==> src/rtl/ext_irq_pkg.sv <==
package ext_irq_pkg;

  typedef enum logic [1:0] {
    SENSE_LEVEL_LOW = 2'b00,
    SENSE_FALL      = 2'b01,
    SENSE_RISE      = 2'b10,
    SENSE_DUAL      = 2'b11
  } sense_e;

  localparam int unsigned ADDR_W = 2;

  localparam logic [ADDR_W-1:0] ADDR_CTRL_HI = 2'd0;
  localparam logic [ADDR_W-1:0] ADDR_CTRL_LO = 2'd1;
  localparam logic [ADDR_W-1:0] ADDR_FLAGS   = 2'd2;

endpackage

==> src/rtl/irq_sync.sv <==
module irq_sync #(
  parameter int unsigned WIDTH  = 8,
  parameter int unsigned STAGES = 2
) (
  input  logic             clk,
  input  logic             rst_n,
  input  logic [WIDTH-1:0] async_i,
  output logic [WIDTH-1:0] sync_o
);

  localparam int unsigned CHAIN_W = STAGES * WIDTH;

  logic [CHAIN_W-1:0] chain_d;
  logic [CHAIN_W-1:0] chain_q;

  // The pins idle high, so every stage resets to one.
  always_comb begin
    chain_d = {chain_q[CHAIN_W-WIDTH-1:0], async_i};
  end

  always_ff @(posedge clk or negedge rst_n) begin
    if (!rst_n) begin
      chain_q <= '1;
    end else begin
      chain_q <= chain_d;
    end
  end

  assign sync_o = chain_q[CHAIN_W-1 -: WIDTH];

endmodule

==> src/rtl/irq_sense_regs.sv <==
module irq_sense_regs
  import ext_irq_pkg::*;
#(
  parameter int unsigned NUM_PINS = 8
) (
  input  logic                  clk,
  input  logic                  rst_n,
  input  logic                  standby_i,
  input  logic [ADDR_W-1:0]     addr_i,
  input  logic                  we_i,
  input  logic [NUM_PINS-1:0]   wdata_i,
  input  logic [NUM_PINS-1:0]   flags_i,
  output logic [2*NUM_PINS-1:0] ctrl_o,
  output logic [NUM_PINS-1:0]   flag_clr_o,
  output logic [NUM_PINS-1:0]   rdata_o
);

  localparam int unsigned DATA_W = NUM_PINS;
  localparam int unsigned CTRL_W = 2 * NUM_PINS;

  logic [CTRL_W-1:0] ctrl_d;
  logic [CTRL_W-1:0] ctrl_q;
  logic              hi_wr;
  logic              lo_wr;
  logic              ctrl_en;

  assign hi_wr   = we_i && (addr_i == ADDR_CTRL_HI);
  assign lo_wr   = we_i && (addr_i == ADDR_CTRL_LO);
  assign ctrl_en = standby_i | hi_wr | lo_wr;

  always_comb begin
    ctrl_d = ctrl_q;
    if (standby_i) begin
      ctrl_d = '0;
    end else if (hi_wr) begin
      ctrl_d[CTRL_W-1 -: DATA_W] = wdata_i;
    end else if (lo_wr) begin
      ctrl_d[DATA_W-1:0] = wdata_i;
    end
  end

  always_ff @(posedge clk or negedge rst_n) begin
    if (!rst_n) begin
      ctrl_q <= '0;
    end else if (ctrl_en) begin
      ctrl_q <= ctrl_d;
    end
  end

  assign flag_clr_o = (we_i && (addr_i == ADDR_FLAGS)) ? wdata_i : '0;
  assign ctrl_o     = ctrl_q;

  always_comb begin
    case (addr_i)
      ADDR_CTRL_HI: rdata_o = ctrl_q[CTRL_W-1 -: DATA_W];
      ADDR_CTRL_LO: rdata_o = ctrl_q[DATA_W-1:0];
      ADDR_FLAGS:   rdata_o = flags_i;
      default:      rdata_o = '0;
    endcase
  end

  p_standby_zero_r10: assert property (@(posedge clk) disable iff (!rst_n)
    standby_i |=> (ctrl_q == '0));

  p_hi_write_r1: assert property (@(posedge clk) disable iff (!rst_n)
    (hi_wr && !standby_i) |=> (ctrl_q[CTRL_W-1 -: DATA_W] == $past(wdata_i)));

  p_lo_write_r1: assert property (@(posedge clk) disable iff (!rst_n)
    (lo_wr && !standby_i) |=> (ctrl_q[DATA_W-1:0] == $past(wdata_i)));

  p_unused_addr_r11: assert property (@(posedge clk) disable iff (!rst_n)
    (!ctrl_en) |=> $stable(ctrl_q));

endmodule

==> src/rtl/irq_pin_detect.sv <==
module irq_pin_detect
  import ext_irq_pkg::*;
(
  input  logic   clk,
  input  logic   rst_n,
  input  logic   standby_i,
  input  logic   sync_i,
  input  sense_e mode_i,
  input  logic   clr_i,
  output logic   flag_o,
  output logic   req_o
);

  logic prev_q;
  logic flag_d;
  logic flag_q;
  logic flag_en;
  logic rise;
  logic fall;
  logic edge_hit;

  // The previous sample follows the pin in every mode, so a mode write sees no stale edge.
  always_ff @(posedge clk or negedge rst_n) begin
    if (!rst_n) begin
      prev_q <= 1'b1;
    end else begin
      prev_q <= sync_i;
    end
  end

  assign rise = sync_i & ~prev_q;
  assign fall = ~sync_i & prev_q;

  always_comb begin
    case (mode_i)
      SENSE_FALL: edge_hit = fall;
      SENSE_RISE: edge_hit = rise;
      SENSE_DUAL: edge_hit = rise | fall;
      default:    edge_hit = 1'b0;
    endcase
  end

  assign flag_en = standby_i | edge_hit | clr_i;

  // A new edge takes priority over a clear in the same cycle.
  always_comb begin
    flag_d = flag_q;
    if (standby_i) begin
      flag_d = 1'b0;
    end else if (edge_hit) begin
      flag_d = 1'b1;
    end else if (clr_i) begin
      flag_d = 1'b0;
    end
  end

  always_ff @(posedge clk or negedge rst_n) begin
    if (!rst_n) begin
      flag_q <= 1'b0;
    end else if (flag_en) begin
      flag_q <= flag_d;
    end
  end

  assign flag_o = flag_q;
  assign req_o  = (mode_i == SENSE_LEVEL_LOW) ? ~sync_i : flag_q;

  p_set_wins_r8: assert property (@(posedge clk) disable iff (!rst_n)
    (edge_hit && !standby_i) |=> flag_q);

  p_clear_r7: assert property (@(posedge clk) disable iff (!rst_n)
    (clr_i && !edge_hit && !standby_i) |=> !flag_q);

  p_no_spurious_r9: assert property (@(posedge clk) disable iff (!rst_n)
    (!flag_q && !edge_hit) |=> !flag_q);

  p_level_no_flag_r12: assert property (@(posedge clk) disable iff (!rst_n)
    (mode_i == SENSE_LEVEL_LOW && !flag_q) |=> !flag_q);

endmodule

==> src/rtl/ext_irq_sense.sv <==
module ext_irq_sense
  import ext_irq_pkg::*;
(
  input  logic        clk,
  input  logic        rst_n,
  input  logic        standby_i,
  input  logic [7:0]  irq_pin_i,
  input  logic [1:0]  bus_addr_i,
  input  logic        bus_we_i,
  input  logic [7:0]  bus_wdata_i,
  output logic [7:0]  bus_rdata_o,
  output logic [7:0]  irq_req_o
);

  localparam int unsigned NUM_PINS    = 8;
  localparam int unsigned SYNC_STAGES = 2;
  localparam int unsigned CTRL_W      = 2 * NUM_PINS;

  logic [1:0]          rst_pipe_q;
  logic                rst_n_int;
  logic [NUM_PINS-1:0] pin_sync;
  logic [NUM_PINS-1:0] flags;
  logic [NUM_PINS-1:0] flag_clr;
  logic [CTRL_W-1:0]   ctrl;

  always_ff @(posedge clk or negedge rst_n) begin
    if (!rst_n) begin
      rst_pipe_q <= '0;
    end else begin
      rst_pipe_q <= {rst_pipe_q[0], 1'b1};
    end
  end

  assign rst_n_int = rst_pipe_q[1];

  irq_sync #(
    .WIDTH  (NUM_PINS),
    .STAGES (SYNC_STAGES)
  ) i_sync (
    .clk     (clk),
    .rst_n   (rst_n_int),
    .async_i (irq_pin_i),
    .sync_o  (pin_sync)
  );

  irq_sense_regs #(
    .NUM_PINS (NUM_PINS)
  ) i_regs (
    .clk        (clk),
    .rst_n      (rst_n_int),
    .standby_i  (standby_i),
    .addr_i     (bus_addr_i),
    .we_i       (bus_we_i),
    .wdata_i    (bus_wdata_i),
    .flags_i    (flags),
    .ctrl_o     (ctrl),
    .flag_clr_o (flag_clr),
    .rdata_o    (bus_rdata_o)
  );

  for (genvar n = 0; n < NUM_PINS; n++) begin : g_pin
    sense_e mode;
    assign mode = sense_e'(ctrl[2*n+1 -: 2]);

    irq_pin_detect i_det (
      .clk       (clk),
      .rst_n     (rst_n_int),
      .standby_i (standby_i),
      .sync_i    (pin_sync[n]),
      .mode_i    (mode),
      .clr_i     (flag_clr[n]),
      .flag_o    (flags[n]),
      .req_o     (irq_req_o[n])
    );
  end

  p_standby_flags_r10: assert property (@(posedge clk) disable iff (!rst_n_int)
    standby_i |=> (flags == '0));

endmodule

==> config.mk <==
export PLATFORM = sky130hd
export DESIGN_NAME = ext_irq_sense
export DESIGN_NICKNAME = d
export VERILOG_FILES = /design/src/rtl/ext_irq_pkg.sv /design/src/rtl/irq_sync.sv /design/src/rtl/irq_sense_regs.sv /design/src/rtl/irq_pin_detect.sv /design/src/rtl/ext_irq_sense.sv
export SDC_FILE = /design/constraint.sdc
export NUM_CORES = 1
export LEC_CHECK = 0
export ABC_AREA = 1
export BUFFER_PORTS_ARGS = -buffer_cell sky130_fd_sc_hd__clkbuf_2
export CAP_MARGIN = 20
export CORE_MARGIN = 8
export CORE_UTILIZATION = 51
export CTS_CLUSTER_DIAMETER = 100
export DETAILED_ROUTE_END_ITERATION = 6
export GPL_ROUTABILITY_DRIVEN = 0
export PLACE_DENSITY = 0.75
export SLEW_MARGIN = 0
export SYNTH_ARGS = -nofsm -noshare
export SYNTH_HDL_FRONTEND = slang
export SYNTH_HIERARCHICAL = 1
export SYNTH_SLANG_ARGS = --single-unit
==> constraint.sdc <==
create_clock -name clk -period 1.45 [get_ports clk]
set_clock_uncertainty 0.05 [all_clocks]
set_input_delay 0.145 -clock clk [delete_from_list [all_inputs] [get_ports clk]]
set_output_delay 0.145 -clock clk [all_outputs]
set_load 0.01 [all_outputs]
==> flow_summary.yaml <==
pwr:
  clkPwrFrac_pct: 29.7
  p_leak_nw: 1.66
  power_mw: 2.65
  power_density_nw_per_um2: 839
  p_sw_share_pct: 26.3
  pwr-share-comb_pct: 12.8
  switchingPower_uw: 697
  peakVddDrop_mv: 0.591
  internal-power_mw: 1.95
  p_seq_share_pct: 57.5
synth:
  synth-seq-area-share_pct: 48.5
  syn_avg_cell_area_um2: 8.21
  synth_top_area_share_pct: 24.6
  syn_inst: 322
  syn-num-nets: 360
  synth_seq_cells: 50
  mappedNetlistArea_um2: 2640
  yosysTopAreaCell: "dfrtp_1"
  yosys-top-cells-area: "dfrtp_1, dfstp_2, nand2_1"
  yosysWarnings: 6
  yosys.cell_types.count: 18
route:
  drt_iter0_markers: 124
  wl_per_cell_um: 12.2
  vias: 2109
  drtPass1Iterations: 4
  drc: 0
  routed_via_density: 4.68
  ant_nets: 0
  drt_wl_total_um: 5500
layout:
  layout.nets: 418
  drive_gt1_share_pct: 30.7
  n_antenna_cell: 0
  syn2layout_area_growth_pct: 19.5
  final_core_util_pct: 62.6
  layout.cells.non_filler: 451
  num-fill-cells: 448
global_routing:
  grt_max_degree: 30
  grt_pass1_wl_um: 9250
  grt-ovfl-total: 0
  antenna_found_initial: 0
  gr-usage-all-layers_pct: 15.5
  first_global_vias: 2051
timing:
  setup_viol: 0
  fmax_mhz: 723
  post-route-period-util_pct: 95.4
  tightest_slew_ns: 0.523
  report.final.slew_viol_count: 0
  rsz0062_at_grt: "true"
  slew-limit-headroom_pct: 65.1
  hold_viol: 0
  fin_hold_ws_ns: 0.0891
  min_period_ns: 1.38
placement:
  placed_cells: 424
  hpwl_um: 3850
  io_buffer_count: 37
clocking:
  htree_levels: 2
  cts_tree: "yes"
  root_buffer: "clkbuf_8"
  clock_latency_ns: 0.31
  cts_max_path_buffers: 2
  cts_sinks: 50
  cts_buffers: 5
  clk_pin_slew_ns: 0.09
die:
  initial_core_util_pct: 52.4
  die-area_um2: 7740
  fp.dieW_um: 88
  ios: 38
  core_area_um2: 5040
  row_count: 26
  die_y_um: 88
outcome:
  status: "finished clean"
critical_path:
  end_kind: "output pin"
  cp.required_ns: 1.25
  cp.arrival_ns: 1.19
  critPathSlowestCell: "dfrtp_2"
  r2r_setup_slack_ns: 0.14
  critPathKind: "reg2out"
  crit_fanout: 3
  startpoint_type: "flop"
  slowest_delay_ns: 0.45
  cp_cell_sequence: "buf_4, nand2_1, nand3_1, clkbuf_2"
hold_path:
  hold_path.class: "in2async"
job:
  cap_violations: 0
## per-stage QoR
step	worst slack [ns]	area, µm²	setup TNS [ns]
after floorplan	0.162	2650	0
after global placement	0.185	2890	0
after detailed placement	0.153	2890	0
after CTS	0.0215	3060	0
after global routing	-0.0150	3160	-0.0206
final	0.0664	3160	0
## sequential cells by signal (all words and copies together), names as in the netlist
name / count
g_pin.i_det/flag_o: 8
g_pin.i_det/prev_q: 8
i_regs/ctrl_o: 16
i_sync/chain_q: 16
rst_pipe_q: 2
## cells by family after synthesis
| family | Yosys count | share of synthesized area [%] |
|---|---|---|
| compound gates | 16 | 4.16 |
| fa+ha+maj | 16 | 7.57 |
| buf+inv | 71 | 11.3 |
| flops | 50 | 48.5 |
| other cells | 1 | 0.142 |
| simple gates | 168 | 28.3 |
## cells in the mapped netlist
| master | n |
|---|---|
| or2_0 | 8 |
| nor2_2 | 2 |
| o21ai_0 | 8 |
| nor2_4 | 2 |
| nand2_1 | 89 |
| nand3_1 | 40 |
| conb_1 | 1 |
| a21oi_2 | 8 |
| buf_4 | 8 |
| buf_2 | 2 |
| dfrtp_1 | 26 |
| nand2_4 | 2 |
| dfstp_2 | 24 |
| nor2_1 | 24 |
| inv_1 | 58 |
| inv_2 | 3 |
| nand3_4 | 1 |
| ha_1 | 16 |
## worst max-delay path, delay by kind of cell, from the launching register on
kind	cells	cell delay (ns)
buffers and inverters	2	0.29
flip-flops	1	0.45
AND/OR/NAND/NOR	2	0.15
## layout by cell type, fill, tap and decap left out
master,synthesis,routed
dlygate4sd3_1,0,9
o21ai_0,8,5
clkbuf_2,0,32
ha_1,16,16
nand2_1,89,89
buf_2,2,5
nand2_4,2,2
nor2_2,2,7
buf_4,8,15
nor2_4,2,2
nand3_1,40,40
dfstp_2,24,24
nor2_1,24,19
inv_1,58,58
nand3_4,1,1
a21oi_2,8,8
clkbuf_8,0,5
inv_2,3,3
dfrtp_1,26,15
conb_1,1,1
dfrtp_2,0,11
or2_0,8,8
clkbuf_1,0,1
o21ai_1,0,3
clkinv_2,0,2
## final timing paths
path                                          startpoint                                 to  cells past startpoint
min                                                rst_n            rst_pipe_q[0]$_DFF_PN0_                      2
max in group asynchronous        rst_pipe_q[1]$_DFF_PN0_    g_pin[3].i_det/prev_q$_DFF_PN1_                      1
min reg2reg                      rst_pipe_q[1]$_DFF_PN0_       i_regs/ctrl_o[1]$_DFFE_PN0P_                      1
max                        i_regs/ctrl_o[14]$_DFFE_PN0P_                     bus_rdata_o[6]                      4
min in group clk                          bus_wdata_i[6]      i_regs/ctrl_o[14]$_DFFE_PN0P_                      5
max reg2reg                  i_sync/chain_q[9]$_DFF_PN1_  g_pin[1].i_det/flag_o$_DFFE_PN0P_                      5
## power by group through the flow
stage,clock network [mW],registers (mW),logic (mW)
floorplan,0,1.55,0.186
global placement,0,1.54,0.298
detailed placement,0,1.55,0.304
CTS,0.828,1.52,0.324
global route,0.880,1.53,0.387
finish,0.786,1.52,0.339
## cell type report
cell class	instances	area (µm²)	share of cell area, %
inverter	61	229	7.25
sequential	50	1290	41.0
clock buffer	6	72.6	2.30
tap	70	87.6	2.77
multi-input combinational	201	1080	34.1
clock inverter	2	10.0	0.317
timing repair buffer	61	388	12.3
## per-layer routing
layer	GRT usage, %	part of all wire (%)
met1	18.6	44
met2	25.8	49
met3	4.03	5.2
met4	5.94	1.3
met5	0	0
## what timing repair did
action                                 CTS  global route
setup buffers                            0            10
endpoints found under the hold margin   10             0
setup endpoints to repair                0             7
hold buffers                             9             0
resized for setup                        0            23
(Power assumes the default switching activity.)
